==> src/rtl/xstate_pkg.sv <==
// Package: shared widths, component bit positions, op codes and verdicts
// for the extended-state gate. Assumes a mask of at most 64 bits.
package xstate_pkg;
    localparam int MASK_W   = 64;
    localparam int OP_W     = 3;
    localparam int BIT_X87  = 0;
    localparam int BIT_SSE  = 1;
    localparam int BIT_UPR  = 2;

    localparam logic [OP_W-1:0] OP_MASK_WR = 3'd0;
    localparam logic [OP_W-1:0] OP_MASK_RD = 3'd1;
    localparam logic [OP_W-1:0] OP_WIDE    = 3'd2;
    localparam logic [OP_W-1:0] OP_LEGACY  = 3'd3;
    localparam logic [OP_W-1:0] OP_FPFLT   = 3'd4;

    typedef enum logic [1:0] {
        VD_EXEC = 2'd0,
        VD_UD   = 2'd1,
        VD_GP   = 2'd2,
        VD_XF   = 2'd3
    } verdict_e;
endpackage

==> src/rtl/xstate_cap.sv <==
// Capability vector: sets one bit per supported component, low bits first.
// Assumes NUM_COMP <= W.
module xstate_cap #(
    parameter int W        = 64,
    parameter int NUM_COMP = 3
) (
    output logic [W-1:0] cap
);
    // one generate slot per mask bit: supported when below NUM_COMP
    for (genvar i = 0; i < W; i++) begin : g_bit
        if (i < NUM_COMP) begin : g_on
            assign cap[i] = 1'b1;
        end else begin : g_off
            assign cap[i] = 1'b0;
        end
    end
endmodule

==> src/rtl/xstate_mask_reg.sv <==
// Feature-enable mask register with write validation.
// Checks the OS-enable bit first, then the dependency and range rules.
// Commits only legal writes. Assumes at most one write per cycle.
module xstate_mask_reg
    import xstate_pkg::*;
#(
    parameter int W = MASK_W
) (
    input  logic         clk,
    input  logic         rst_n,
    input  logic         wr_req,
    input  logic [W-1:0] wr_data,
    input  logic         xsave_on,
    input  logic [W-1:0] supported,
    output verdict_e     wr_verdict,
    output logic [W-1:0] mask
);
    localparam logic [W-1:0] RESET_VAL = W'(1) << BIT_X87;

    logic bad_range;
    logic bad_base;
    logic bad_dep;
    logic legal;

    // rule evaluation for the candidate value
    always_comb begin
        bad_range = |(wr_data & ~supported);
        bad_base  = !wr_data[BIT_X87];
        bad_dep   = wr_data[BIT_UPR] && !wr_data[BIT_SSE];
        legal     = !(bad_range || bad_base || bad_dep);
    end

    // verdict for a write: OS enable first, then legality
    always_comb begin
        if (!xsave_on)   wr_verdict = VD_UD;
        else if (!legal) wr_verdict = VD_GP;
        else             wr_verdict = VD_EXEC;
    end

    // mask storage: load only on an accepted write
    always_ff @(posedge clk) begin
        if (!rst_n)
            mask <= RESET_VAL;
        else if (wr_req && xsave_on && legal)
            mask <= wr_data;
    end
endmodule

==> src/rtl/xstate_class_gate.sv <==
// Combinational verdict for instruction classes that are not mask accesses.
// Op codes outside the known set map to invalid-opcode.
module xstate_class_gate
    import xstate_pkg::*;
(
    input  logic [OP_W-1:0] op,
    input  logic            xsave_on,
    input  logic            simdfp_on,
    input  logic            sse_on,
    input  logic [1:0]      upr_sse_en,
    output verdict_e        verdict
);
    // per-class enable decision
    always_comb begin
        unique case (op)
            OP_WIDE:   verdict = (xsave_on && (upr_sse_en == 2'b11)) ? VD_EXEC : VD_UD;
            OP_LEGACY: verdict = sse_on    ? VD_EXEC : VD_UD;
            OP_FPFLT:  verdict = simdfp_on ? VD_XF   : VD_UD;
            default:   verdict = VD_UD;
        endcase
    end
endmodule

==> src/rtl/xstate_gate.sv <==
// Top: joins mask register, class gate and capability vector, and registers
// one response per request. Assumes one request per cycle; responses appear
// one cycle after the request.
module xstate_gate
    import xstate_pkg::*;
#(
    parameter int NUM_COMP = 3
) (
    input  logic              clk,
    input  logic              rst_n,
    input  logic              ctl_xsave_en,
    input  logic              ctl_simdfp_en,
    input  logic              ctl_sse_en,
    input  logic              req_vld,
    input  logic [OP_W-1:0]   req_op,
    input  logic [MASK_W-1:0] req_wdata,
    output logic              rsp_vld,
    output logic [1:0]        rsp_verdict,
    output logic [MASK_W-1:0] rsp_rd_data,
    output logic [MASK_W-1:0] mask_q,
    output logic [MASK_W-1:0] cap_vec
);
    verdict_e wr_vd;
    verdict_e cls_vd;
    verdict_e nxt_vd;
    logic     is_wr;
    logic     is_rd;

    xstate_cap #(.W(MASK_W), .NUM_COMP(NUM_COMP)) u_cap (
        .cap (cap_vec)
    );

    // write strobe decode
    always_comb begin
        is_wr = req_vld && (req_op == OP_MASK_WR);
        is_rd = req_vld && (req_op == OP_MASK_RD);
    end

    xstate_mask_reg #(.W(MASK_W)) u_mask (
        .clk        (clk),
        .rst_n      (rst_n),
        .wr_req     (is_wr),
        .wr_data    (req_wdata),
        .xsave_on   (ctl_xsave_en),
        .supported  (cap_vec),
        .wr_verdict (wr_vd),
        .mask       (mask_q)
    );

    xstate_class_gate u_gate (
        .op         (req_op),
        .xsave_on   (ctl_xsave_en),
        .simdfp_on  (ctl_simdfp_en),
        .sse_on     (ctl_sse_en),
        .upr_sse_en (mask_q[BIT_UPR:BIT_SSE]),
        .verdict    (cls_vd)
    );

    // verdict selection across mask access and instruction classes
    always_comb begin
        if (req_op == OP_MASK_WR)      nxt_vd = wr_vd;
        else if (req_op == OP_MASK_RD) nxt_vd = ctl_xsave_en ? VD_EXEC : VD_UD;
        else                           nxt_vd = cls_vd;
    end

    // response register
    always_ff @(posedge clk) begin
        if (!rst_n) begin
            rsp_vld     <= 1'b0;
            rsp_verdict <= VD_EXEC;
            rsp_rd_data <= '0;
        end else begin
            rsp_vld     <= req_vld;
            rsp_verdict <= req_vld ? nxt_vd : VD_EXEC;
            rsp_rd_data <= (is_rd && ctl_xsave_en) ? mask_q : '0;
        end
    end
endmodule

==> config.mk <==
export PLATFORM = sky130hd
export DESIGN_NAME = xstate_gate
export DESIGN_NICKNAME = d
export VERILOG_FILES = /design/src/rtl/xstate_pkg.sv /design/src/rtl/xstate_cap.sv /design/src/rtl/xstate_mask_reg.sv /design/src/rtl/xstate_class_gate.sv /design/src/rtl/xstate_gate.sv
export SDC_FILE = /design/constraint.sdc
export NUM_CORES = 1
export LEC_CHECK = 0
export ABC_CLOCK_PERIOD_IN_PS = 3790
export BUFFER_PORTS_ARGS = -buffer_cell sky130_fd_sc_hd__buf_2
export CAP_MARGIN = 0
export CORE_AREA = 2 2 104 106
export CTS_CLUSTER_SIZE = 10
export DETAILED_ROUTE_END_ITERATION = 8
export DIE_AREA = 0 0 106 108
export GPL_TIMING_DRIVEN = 0
export MAX_ROUTING_LAYER = met4
export PLACE_DENSITY = 0.81
export SETUP_SLACK_MARGIN = 0.02
export SLEW_MARGIN = 40
export SYNTH_ARGS = -nofsm -noshare
export SYNTH_HDL_FRONTEND = slang
export SYNTH_SLANG_ARGS = --single-unit
export TNS_END_PERCENT = 30
==> constraint.sdc <==
create_clock -name clk -period 3.79 [get_ports clk]
set_input_delay 0.5685 -clock clk [delete_from_list [all_inputs] [get_ports clk]]
set_output_delay 0.5685 -clock clk [all_outputs]
set_load 0.01 [all_outputs]
==> results_dict.tcl <==
set metrics [dict create \
    cts_resized 0 \
    yosysSeqAreaShare_pct 59.5 \
    rsz0062_at_grt "no" \
    cts_root_buffer "clkbuf_8" \
    ir_worst_vdd_v 0.000334 \
    yosysWarnings 0 \
    worstSetupPathType "input port to register" \
    syn_inst 386 \
    rows 37 \
    drive_above_1_share_pct 44.9 \
    worstPathRequired_ps 4190 \
    drtIter0Drc 106 \
    path_cells "buf_2 -> or4_1 -> a2111oi_2 -> nand4b_1 -> nor3_4 -> clkbuf_2 -> and3b_1" \
    synth_top_area_share_pct 59.5 \
    avgSynthCellArea_um2 11.4 \
    grt_usage_pct 19.4 \
    overflow 0 \
    holdWs_ps 295 \
    vias 3510 \
    h-tree-depth 4 \
    die_x_um 106 \
    hp-class "input port to register" \
    ant_nets 0 \
    layout_setup_ws_ps 1550 \
    fin_skew_ps 4.60 \
    hold_violations 0 \
    start_util_pct 43.1 \
    post-place-ws_ps 979 \
    fmax_ghz 0.447 \
    cts_sinks 131 \
    cp_slowest_cell "or4_1" \
    first_pass_iters 4 \
    clk_pin_slew_ps 60 \
    arrival_ps 2630 \
    cts-buffers-inserted 17 \
    synthToLayoutAreaGrowth_pct 45.4 \
    die_area_mm2 0.0114 \
    detail_route.wl_per_cell_um 13.2 \
    crit_fanout 10 \
    portBuffers 203 \
    die_h_um 108 \
    period_minus_slack_ps 2240 \
    critical_path.max_stage_delay_ps 530 \
    clockBufferDepth 2 \
    antenna_cells 0 \
    viasPerCell 4.28 \
    netlist_area_mm2 0.00441 \
    routabilityCongestion 0.854 \
    status "finished, final reports clean" \
    core_mm2 0.0102 \
    nNetsFinal 744 \
    drv_cap 0 \
    ys_ff_latch 131 \
    cts_hold_buf 0 \
    start_kind "input port" \
    end_kind "register" \
    cp_num_buf_inv 2 \
    timing.setup.tns_ps 0 \
    boundaryPins 268 \
    tritoncts "built" \
    synth.distinct_cells 26 \
    ys_top_cells_by_area "dfxtp_1 59%, and3b_1 12%, buf_4 11%, and2_1 9.1%, nor4_1 1.8%" \
    cp_top_family "simple AND/OR/NAND/NOR gates" \
    synth_top_area_cell "dfxtp_1" \
    antenna_found_initial 0 \
    totalWireLength_um 10800 \
    p_per_area_mw_per_mm2 481 \
    grt_pass1_wl_um 16500 \
    p_leak_nw 3.61 \
    grt_pass1_vias 3299 \
    drc 0 \
    setup_viol 0 \
    worstSkewPairLatency_ps 510 \
    grt_max_degree 17 \
    postCtsSetupBuffers 0 \
    maxSlewViolCount 0 \
    min_period_over_period_pct 59.1 \
    dpl.hpwl_um 8470 \
]
==> logic make-up after synthesis <==
logic type	count (synthesis)	synth area share (%)
compound gates	5	0.965
buf+inv	85	12.9
flops	131	59.5
mux	2	0.454
other cells	2	0.170
simple gates	161	26.0
==> report_power, final <==
group          total, W  switching (W)  internal (W)  leakage [nW]
clock           0.00156       0.000545       0.00101         0.286
combinational  0.000144      0.0000688     0.0000757          2.27
sequential      0.00138    0.000000392       0.00138          1.06
total           0.00308       0.000614       0.00247          3.61
==> metrics by stage <==
step                instances  utilization [%]  total power (W)  instance area [um2]
finish                    820             62.7          0.00308                 6410
global route              820             62.7          0.00319                 6410
CTS                       820             62.7          0.00310                 6410
detailed placement        788             57.1          0.00155                 5840
global placement          787             57.0          0.00155                 5830
floorplan                 448                -          0.00150                 4640
==> registers in the layout, summed over array words and instances (netlist names) <==
| name | flops |
|---|---|
| rsp_rd_data | 64 |
| rsp_vld | 1 |
| rsp_verdict | 2 |
| u_mask.mask | 64 |
==> Yosys cell counts, drive strengths merged <==
cell and n:
nor2b 1, a32oi 1, or2 1, nor4b 1, a2111oi 2, or4 1
dfxtp 131, mux2i 2, buf 65, or3b 1, nand3 1, nand4 3
conb 2, nor2 3, clkbuf 18, and3b 61, nand4b 1, o21ai 2
nor3 2, and2 64, nand2 8, nor4 13, inv 2
==> placed cells by master, fill, tap and decap left out <==
master and count:
clkbuf_8 2, dfxtp_1 131, nand3_1 1, clkbuf_1 17, a2111oi_0 1, or2_2 1, and3b_1 61, clkbuf_2 5
nor4_1 13, nor3_2 1, nand2_1 8, nand4b_1 1, clkinv_2 5, conb_1 64, nor2b_1 1, a32oi_1 1
buf_4 65, nand4_1 3, o21ai_0 2, buf_2 204, nor4b_1 1, mux2i_1 2, or4_1 1, nor2_1 3
clkbuf_16 16, inv_1 2, clkinv_4 2, a2111oi_2 1, and2_1 64, bufinv_16 3, or3b_2 1, nor3_4 1
==> layout make-up <==
class	instances	area (um2)
Clock buffer	22	443
Sequential cell	131	2620
Fill cell	828	3820
Clock inverter	10	133
Timing Repair Buffer	204	1020
Inverter	2	7.51
Buffer	83	562
Multi-Input combinational cell	232	1460
Tap cell	136	170
==> worst paths after layout <==
kind	startpoint	to	slack [ps]	cells past startpoint
setup / recovery	req_wdata[4]	u_mask.mask[10]	1550	7
hold / removal	req_op[0]	rsp_verdict[1]	290	2
setup reg to reg	u_mask.mask[2]	rsp_verdict[0]	2800	5
hold reg to reg	u_mask.mask[40]	rsp_rd_data[40]	460	1
==> layer usage <==
layer	wire length (um)	vias to the layer above	GRT usage [%]
li1	-	1720	-
met1	4730	1604	22.8
met2	5190	173	32.0
met3	773	13	6.57
met4	133	0	5.64
met5	0	-	-
Note: power is estimated with default switching activity, not from simulation.
